`config.mk`:
```
export PLATFORM = sky130hd
export DESIGN_NAME = dc_blocker
export DESIGN_NICKNAME = d
export VERILOG_FILES = /design/src/rtl/dcb_pkg.sv /design/src/rtl/dcb_sat.sv /design/src/rtl/dcb_pole_shift.sv /design/src/rtl/dcb_accum_loop.sv /design/src/rtl/dcb_errfb_loop.sv /design/src/rtl/dc_blocker.sv
export SDC_FILE = /design/constraint.sdc
export NUM_CORES = 1
export LEC_CHECK = 0
export BUFFER_PORTS_ARGS = -buffer_cell sky130_fd_sc_hd__buf_4
export CORE_MARGIN = 2
export CORE_UTILIZATION = 30
export CTS_CLUSTER_DIAMETER = 30
export DETAILED_ROUTE_END_ITERATION = 8
export HOLD_SLACK_MARGIN = 0.03
export PLACE_DENSITY = 0.56
export SETUP_SLACK_MARGIN = 0.02
export SLEW_MARGIN = 30
export SYNTH_ARGS = -nofsm -noshare
export SYNTH_HDL_FRONTEND = slang
export SYNTH_HIERARCHICAL = 1
export SYNTH_SLANG_ARGS = --single-unit
```
`constraint.sdc`:
```
create_clock -name clk -period 5 [get_ports clk]
set_input_delay 0.5 -clock clk [delete_from_list [all_inputs] [get_ports clk]]
set_output_delay 0.5 -clock clk [all_outputs]
set_load 0.01 [all_outputs]
```
`src/rtl/dcb_pkg.sv`:
```
// Shared definitions for the DC removal filter.
// Assumes: nothing beyond IEEE 1800-2017.
package dcb_pkg;
    // Arithmetic form of the recursive section
    typedef enum logic {
        DCB_ACCUM = 1'b0,  // wide low-pass accumulator, no in-loop truncation
        DCB_ERRFB = 1'b1   // direct recursion with remainder feedback
    } dcb_mode_e;
endpackage

```
`src/rtl/dcb_sat.sv`:
```
// Clamps a wide signed value to a narrower signed range.
// Assumes: IW > OW.
module dcb_sat #(
    parameter int IW = 19,
    parameter int OW = 16
) (
    input  logic signed [IW-1:0] din,
    output logic signed [OW-1:0] dout
);
    localparam logic signed [IW-1:0] MAXV = {{(IW-OW+1){1'b0}}, {(OW-1){1'b1}}};
    localparam logic signed [IW-1:0] MINV = {{(IW-OW+1){1'b1}}, {(OW-1){1'b0}}};

    // Select the clamp bound or pass the low bits through
    always_comb begin
        if (din > MAXV)      dout = MAXV[OW-1:0];
        else if (din < MINV) dout = MINV[OW-1:0];
        else                 dout = din[OW-1:0];
    end
endmodule

```
`src/rtl/dcb_pole_shift.sv`:
```
// Forms (2^K - 1)*y, the pole product scaled by 2^K, with one shift and one subtract.
// Assumes: the result width W+K+1 cannot overflow for any W-bit input.
module dcb_pole_shift #(
    parameter int W = 18,
    parameter int K = 8
) (
    input  logic signed [W-1:0] y,
    output logic signed [W+K:0] py
);
    logic signed [W+K:0] y_up;
    logic signed [W+K:0] y_ext;

    // Shifted copy minus plain copy
    always_comb begin
        y_up  = {y[W-1], y, {K{1'b0}}};
        y_ext = {{(K+1){y[W-1]}}, y};
        py    = y_up - y_ext;
    end
endmodule

```
`src/rtl/dcb_accum_loop.sv`:
```
// Accumulator form: high-pass = x - floor(state / 2^K); the state then grows by the high-pass value.
// The loop holds the low-pass value at K fractional bits and never truncates.
// Assumes: K >= 2; the input stays within DW bits.
module dcb_accum_loop #(
    parameter int DW = 16,
    parameter int GW = 2,
    parameter int K  = 8
) (
    input  logic                 clk,
    input  logic                 rst_n,
    input  logic                 en,
    input  logic signed [DW-1:0] x,
    output logic signed [DW+GW:0] hp_w,
    output logic signed [DW+GW:0] lp_w
);
    localparam int LW = DW + GW;
    localparam int AW = LW + K;

    logic signed [AW-1:0] acc_q;
    logic signed [LW-1:0] lp_int;

    // Integer part of the low-pass state and the resulting high-pass value
    always_comb begin
        lp_int = acc_q[AW-1:K];
        lp_w   = {lp_int[LW-1], lp_int};
        hp_w   = {{(GW+1){x[DW-1]}}, x} - lp_w;
    end

    // Integrate the high-pass value into the low-pass state
    always_ff @(posedge clk) begin
        if (!rst_n)  acc_q <= '0;
        else if (en) acc_q <= acc_q + {{(AW-LW-1){hp_w[LW]}}, hp_w};
    end
endmodule

```
`src/rtl/dcb_errfb_loop.sv`:
```
// Error-feedback form: differentiator, then pole recursion quantized by floor.
// The discarded fraction is added into the next sum.
// Assumes: the integer state fits in DW+GW bits for the applied inputs.
module dcb_errfb_loop #(
    parameter int DW = 16,
    parameter int GW = 2,
    parameter int K  = 8
) (
    input  logic                 clk,
    input  logic                 rst_n,
    input  logic                 en,
    input  logic signed [DW-1:0] x,
    output logic signed [DW+GW:0] hp_w,
    output logic signed [DW+GW:0] lp_w
);
    localparam int LW = DW + GW;
    localparam int VW = LW + K + 2;

    logic signed [DW-1:0] x_q;
    logic signed [LW-1:0] y_q;
    logic        [K-1:0]  r_q;
    logic signed [DW:0]   diff;
    logic signed [LW+K:0] py;
    logic signed [VW-1:0] v;
    logic signed [LW-1:0] y_n;

    dcb_pole_shift #(.W(LW), .K(K)) u_pole (
        .y  (y_q),
        .py (py)
    );

    // Unquantized sum at K fractional bits, its floor, and both outputs
    always_comb begin
        diff = {x[DW-1], x} - {x_q[DW-1], x_q};
        v    = {{(GW+1){diff[DW]}}, diff, {K{1'b0}}}
             + {py[LW+K], py}
             + {{(VW-K){1'b0}}, r_q};
        y_n  = v[LW+K-1:K];
        hp_w = {y_n[LW-1], y_n};
        lp_w = {{(GW+1){x[DW-1]}}, x} - hp_w;
    end

    // Store previous input, quantized output and remainder
    always_ff @(posedge clk) begin
        if (!rst_n) begin
            x_q <= '0;
            y_q <= '0;
            r_q <= '0;
        end else if (en) begin
            x_q <= x;
            y_q <= y_n;
            r_q <= v[K-1:0];
        end
    end
endmodule

```
`src/rtl/dc_blocker.sv`:
```
// DC removal filter, one sample per clock, pole 1 - 2^-K.
// MODE selects the arithmetic form; the outputs are registered and saturated.
// Assumes: synchronous active-low reset; K >= 2; GW >= 1.
module dc_blocker #(
    parameter int               DW   = 16,
    parameter int               GW   = 2,
    parameter int               K    = 8,
    parameter dcb_pkg::dcb_mode_e MODE = dcb_pkg::DCB_ACCUM
) (
    input  logic                 clk,
    input  logic                 rst_n,
    input  logic                 in_valid,
    input  logic signed [DW-1:0] in_data,
    output logic                 out_valid,
    output logic signed [DW-1:0] hp_out,
    output logic signed [DW-1:0] lp_out
);
    localparam int LW = DW + GW;

    logic signed [LW:0]   hp_w;
    logic signed [LW:0]   lp_w;
    logic signed [DW-1:0] hp_s;
    logic signed [DW-1:0] lp_s;

    generate
        if (MODE == dcb_pkg::DCB_ERRFB) begin : g_errfb
            dcb_errfb_loop #(.DW(DW), .GW(GW), .K(K)) u_loop (
                .clk   (clk),
                .rst_n (rst_n),
                .en    (in_valid),
                .x     (in_data),
                .hp_w  (hp_w),
                .lp_w  (lp_w)
            );
        end else begin : g_accum
            dcb_accum_loop #(.DW(DW), .GW(GW), .K(K)) u_loop (
                .clk   (clk),
                .rst_n (rst_n),
                .en    (in_valid),
                .x     (in_data),
                .hp_w  (hp_w),
                .lp_w  (lp_w)
            );
        end
    endgenerate

    dcb_sat #(.IW(LW+1), .OW(DW)) u_sat_hp (.din(hp_w), .dout(hp_s));
    dcb_sat #(.IW(LW+1), .OW(DW)) u_sat_lp (.din(lp_w), .dout(lp_s));

    // Output register: new result on valid, hold otherwise
    always_ff @(posedge clk) begin
        if (!rst_n) begin
            out_valid <= 1'b0;
            hp_out    <= '0;
            lp_out    <= '0;
        end else begin
            out_valid <= in_valid;
            if (in_valid) begin
                hp_out <= hp_s;
                lp_out <= lp_s;
            end
        end
    end
endmodule

```
=== Yosys cells after proc, flatten, opt, wreduce, memory -nomap -nowiden ===
Index checks and enable logic that the tools add are counted.

* Flip-flop bits (word level): 59
* Latch bits: 0
* Memory bits (writable): 0
* Bits in read-only memories: 0
* Bits of input ports: 19
* Output and inout port bits: 33
* Word-level logic and storage cells: 14
* Memories kept: 0

* Add/subtract/negate cells: 2
* $mul: 0
* Divide/modulo/power cells: 0
* Magnitude comparators: 4
* Equal/unequal tests: 0
* Shift-type cells: 0
* Muxes and demuxes: 4
* Bitwise logic cells: 0
* Reduce and logical (&&, ||, !) cells: 0

{| class="wikitable"
|+ Operator list
! operator !! count
|-
| 16-bit 2-to-1 mux || 4
|-
| 26-bit adder || 1
|-
| 19-bit by 16-bit > comparator with 1-bit output (second input constant) || 1
|-
| 19-bit by 16-bit less-than comparator with 1-bit output (second input constant) || 1
|-
| 16-bit by 18-bit subtractor with 19-bit output || 1
|-
| 18-bit by 16-bit > comparator with 1-bit output (second input constant) || 1
|-
| 18-bit by 16-bit less-than comparator with 1-bit output (second input constant) || 1
|}

=== Longest topological paths before layout ===
* Depth in word-level cells: 4
* Depth in mapped cells: 21
* Mapped depth without buffers: 21

=== Modules after synthesis ===
The synthesis kept the hierarchy.

{| class="wikitable"
|+ By module, submodules not included
! module !! times used !! cells an instance !! area each (sq um) !! sequential area each (sq um)
|-
| dcb_accum_loop || 1 || 417 || 3235.6 || 520.5
|-
| dc_blocker || 1 || 105 || 1270.0 || 660.6
|-
| dcb_sat || 2 || 56 || 374.1 || 0.0
|}

=== Least setup slack after synthesis ===
Ideal clock, no wire load.

* Path type: input to register
* Start point: input in_data[0]
* End point: register g_accum.u_loop.acc_q[25]
* Library setup time: 72 ps
* Data arrival time: 4619 ps
* Data required time: 4928 ps
* Slack: 310 ps
* Stages: 19
* Buffers on the path: 1
* Cell sequence: inv_1 -> ha_1 -> inv_1 -> fa_1 -> a21o_2 -> a221o_1 -> o41ai_2 -> o21ai_1 -> o21ai_1 -> ha_1 -> clkbuf_1 -> and3_1 -> a22oi_1 -> a21oi_1 -> a21o_1 -> a41oi_1 -> o21ai_0 -> mux2i_1 -> mux2i_1

* Cells in the longest elaborated chain, start to end: 2

{| class="wikitable"
|+ RTL lines
! item !! RTL line !! RTL
|-
| start: declaration || dc_blocker.sv:13 || <nowiki>input logic signed [DW-1:0] in_data,</nowiki>
|-
| 16-bit by 18-bit subtractor with 19-bit output || dcb_accum_loop.sv:26 || <nowiki>hp_w = {{(GW+1){x[DW-1]}}, x} - lp_w;</nowiki>
|-
| named net hp_w[18] || dc_blocker.sv:20 || <nowiki>logic signed [LW:0] hp_w;</nowiki>
|-
| 26-bit adder || dcb_accum_loop.sv:32 || <nowiki>else if (en) acc_q <= acc_q + {{(AW-LW-1){hp_w[LW]}}, hp_w};</nowiki>
|-
| end signal: assignment || dcb_accum_loop.sv:32 ||
|-
| end: declaration || dcb_accum_loop.sv:19 || <nowiki>logic signed [AW-1:0] acc_q;</nowiki>
|}

The timed path passes the listed nets, and every way through them passes these cells.
A chain may end at the register's enable or synchronous reset.

=== Worst setup path in the final report ===
* Start point: register g_accum.u_loop.acc_q[8]
* End point: register g_accum.u_loop.acc_q[24]

* Cells in the longest elaborated chain, start to end: 2

{| class="wikitable"
|+ RTL lines
! item !! RTL line
|-
| 16-bit by 18-bit subtractor with 19-bit output || dcb_accum_loop.sv:26
|-
| named net hp_w[12] || dc_blocker.sv:20
|-
| 26-bit adder || dcb_accum_loop.sv:32
|}

The timed path passes the listed nets, and every way through them passes these cells.

==> impl_metrics.sql <==
INSERT INTO impl_metrics (metric_group, metric, value, unit) VALUES
('critical_path', 'critPathMaxStageDelay', '420', 'ps'),
('route', 'route.vias.total', '4540', ''),
('critical_path', 'cp_cell_sequence', 'ha_1 -> inv_1 -> fa_1 -> a21o_2 -> a221o_1 -> o41ai_2 -> buf_4 -> o21bai_1 -> a21oi_1 -> xnor2_1 -> ha_1 -> and3_4 -> nand4_1 -> a2111oi_0 -> nand4bb_1 -> a41oi_1 -> o21ai_1 -> xnor2_1 -> a21oi_1', ''),
('die', 'placeableCoreArea', '0.01724', 'mm^2'),
('route', 'via_per_inst', '5.107', ''),
('final_layout', 'areaGrowthSynthToFinish', '13.27', '%'),
('route', 'wl_per_cell', '16.03', 'um'),
('synthesis', 'yosys.area.top_type', 'dfxtp_1', ''),
('sta', 'timing_max_transition_violations_final', '0', ''),
('critical_path', 'beginning_of_the_worst_register_to_register_path', 'g_accum.u_loop/acc_q[8]$_SDFFE_PN0P_', ''),
('critical_path', 'regToRegSetupSlack', '390', 'ps'),
('cts', 'clock_tree_from_tritoncts', 'yes', ''),
('synthesis', 'netlist_top_cells_area', 'dfxtp_1, ha_1, mux2i_1', ''),
('placement', 'place_congestion', '0.9788', ''),
('synthesis', 'synth_top_cells_by_count', 'dfxtp_1, mux2i_1, ha_1, nor2_1, nor2b_1', ''),
('placement', 'port_buffers', '51', ''),
('sta', 'report.final.setup_viol', '0', ''),
('synthesis', 'syn_avg_cell_area', '8.287', 'um^2'),
('synthesis', 'asyncSetResetFlopFracSynth', '0', '%'),
('placement', 'placement.cell_area', '0.005658', 'mm^2'),
('sta', 'final.period_utilization', '92.17', '%'),
('critical_path', 'timing.critical_path.to_type', 'flop', ''),
('critical_path', 'timing.critical_path.to', 'g_accum.u_loop/acc_q[24]$_SDFFE_PN0P_', ''),
('route', 'initial_drt_markers', '307', ''),
('sta', 'max_slew_margin', '36.88', '%'),
('grt', 'globalRoute.totalOverflow', '0', ''),
('cts', 'clock-sinks', '59', ''),
('sta', 'achievable-frequency', '0.2170', 'GHz'),
('synthesis', 'synth_register_bits', '59', ''),
('pwr', 'power.share.combinational', '70.0', '%'),
('critical_path', 'timing.reg2reg.worst_path_depth', '19', ''),
('cts', 'cts_buffers', '9', ''),
('cts', 'insertion_delay', '340', 'ps'),
('die', 'die_height', '136.3', 'um'),
('cts', 'cts.clk_slew.worst_paths', '50', 'ps'),
('final_layout', 'post-route-util', '34.52', '%'),
('synthesis', 'synthesis.instances', '634', ''),
('pwr', 'power.switching', '2.257', 'mW'),
('hold_path', 'timing.hold.worst.class', 'flop to flop', ''),
('pwr', 'power.share.clock', '12.9', '%'),
('final_layout', 'layout.nets', '724', ''),
('synthesis', 'cell_area_after_technology_mapping', '0.005254', 'mm^2'),
('cts', 'ctsHtreeMaxLevel', '3', ''),
('critical_path', 'worst-endpoint-required', '5180', 'ps'),
('final_layout', 'drive_gt1_share', '15.06', '%'),
('synthesis', 'library_cell_with_the_highest_instance_count_after_synthesis', 'dfxtp_1', ''),
('die', 'num_rows', '48', ''),
('synthesis', 'synth_top_cell_area_share', '22.48', '%'),
('route', 'route.detailed.drc', '0', ''),
('final_layout', 'post-route-cell-area', '0.005951', 'mm^2'),
('die', 'die-area', '0.01859', 'mm^2'),
('cts', 'clock_path_buffers', '2', ''),
('synthesis', 'synth_enable_flop_cells', '0', ''),
('final_layout', 'multi_input_area', '0.003556', 'mm^2'),
('critical_path', 'startpoint_type', 'flop', ''),
('die', 'floorplan.initialDensity', '30.48', '%'),
('critical_path', 'critical_path.slowest_cell', 'a2111oi_0', ''),
('pwr', 'power_density', '797.7', 'mW/mm^2'),
('sta', 'final_period_minus_worst_setup_slack', '4608', 'ps'),
('synthesis', 'ys_warn_count', '6', ''),
('critical_path', 'path_max_fanout', '5', ''),
('synthesis', 'synthFlopType', 'dfxtp_1', ''),
('placement', 'detailed_place_hpwl', '10690', 'um'),
('synthesis', 'seq_area_frac_synth', '22.48', '%'),
('grt', 'grt_start_max_net_pins', '61', ''),
('outcome', 'result_of_the_run', 'complete, no violations', ''),
('die', 'die_w', '136.3', 'um'),
('sta', 'totalNegativeSetupSlack', '0', 'ps'),
('pwr', 'power.static_leakage', '2.572', 'nW'),
('synthesis', 'synth_fp_nets', '699', ''),
('final_layout', 'seqCellArea', '0.001181', 'mm^2');
what timing repair did:
action                                 4_1_cts  5_1_grt
gates resized for setup                      0        3
endpoints found under the hold margin        0        0
setup endpoints to repair                    0        1
worst max-delay path: cells and delay by family (launching register included):
kind / cells / cell delay (ps)
xor gates and xnor gates: 2 / 260
DFF: 1 / 370
AOI/OAI and AO/OA: 9 / 2010
adders and majority gates: 3 / 940
and+or+nand+nor: 3 / 630
buffers and inverters: 2 / 240
worst min path at each step:
stage                                            end  cells after the start
2_1_floorplan  g_accum.u_loop/acc_q[25]$_SDFFE_PN0P_                      2
3_3_place_gp    g_accum.u_loop/acc_q[0]$_SDFFE_PN0P_                      2
3_5_place_dp    g_accum.u_loop/acc_q[2]$_SDFFE_PN0P_                      2
4_1_cts         g_accum.u_loop/acc_q[2]$_SDFFE_PN0P_                      2
5_1_grt                       hp_out[5]$_SDFFE_PN0P_                      2
6_report        g_accum.u_loop/acc_q[2]$_SDFFE_PN0P_                      2
cells by family (layout without fill, tap and decap cells):
group	Yosys count	count (layout)	share of synthesized area [%]
multiplexers	49	49	9.359
AO/OA/AOI/OAI	154	154	20.77
buffers and inverters	88	118	10.10
XOR/XNOR	34	34	5.668
flip-flops	59	59	22.48
AND/OR/NAND/NOR	204	204	20.39
adder cells (fa/ha/maj)	46	46	11.24
routing by layer:
layer,up-vias,wire length (um),track usage [%]
li1,2342,-,-
met1,2087,7133,23.10
met2,100,6092,22.75
met3,11,857,3.356
met4,0,170,5.266
met5,-,0,0
sequential cells by signal, indices dropped and copies added (netlist names):
signal and cells:
g_accum.u_loop/acc_q 26, hp_out 16, lp_out 16, out_valid 1
placed cells by master, fill, tap and decap left out, types with 9 or more instances in the layout:
| cell | Yosys | routed |
|---|---|---|
| o21ai_0 | 18 | 17 |
| a21o_1 | 14 | 14 |
| a21boi_0 | 33 | 33 |
| nor2b_1 | 37 | 37 |
| nor2_1 | 44 | 44 |
| dfxtp_1 | 59 | 59 |
| xnor2_1 | 27 | 26 |
| nand2_1 | 21 | 21 |
| nor3_1 | 36 | 36 |
| a21oi_1 | 34 | 34 |
| inv_1 | 32 | 32 |
| nor4_1 | 30 | 30 |
| clkbuf_16 | 0 | 9 |
| mux2i_1 | 48 | 48 |
| nand3_1 | 12 | 12 |
| ha_1 | 44 | 44 |
| buf_4 | 19 | 70 |
metrics by stage:
stage	hold WS (ps)	std cells	power (mW)
finish	493.5	889	4.747
global route	537.3	889	5.184
detailed placement	488.8	873	4.115
floorplan	461.5	634	3.363
CTS	496.0	889	4.754
global placement	482.2	873	4.120
layout make-up:
| cell class | count | area share [%] |
|---|---|---|
| multi-input combinational | 487 | 59.76 |
| sequential | 59 | 19.85 |
| timing repair buffer | 70 | 8.831 |
| tap | 225 | 4.731 |
| clock buffer | 11 | 3.911 |
| inverter | 32 | 2.018 |
| clock inverter | 5 | 0.9041 |
power groups by stage:
stage / Sequential, mW / Combinational, mW / Clock [mW]
floorplan: 0.812 / 2.55 / 0
global placement: 0.818 / 3.30 / 0
detailed placement: 0.816 / 3.30 / 0
CTS: 0.808 / 3.31 / 0.633
global route: 0.832 / 3.70 / 0.648
finish: 0.808 / 3.33 / 0.613
Note: power is estimated with default switching activity, not from simulation.
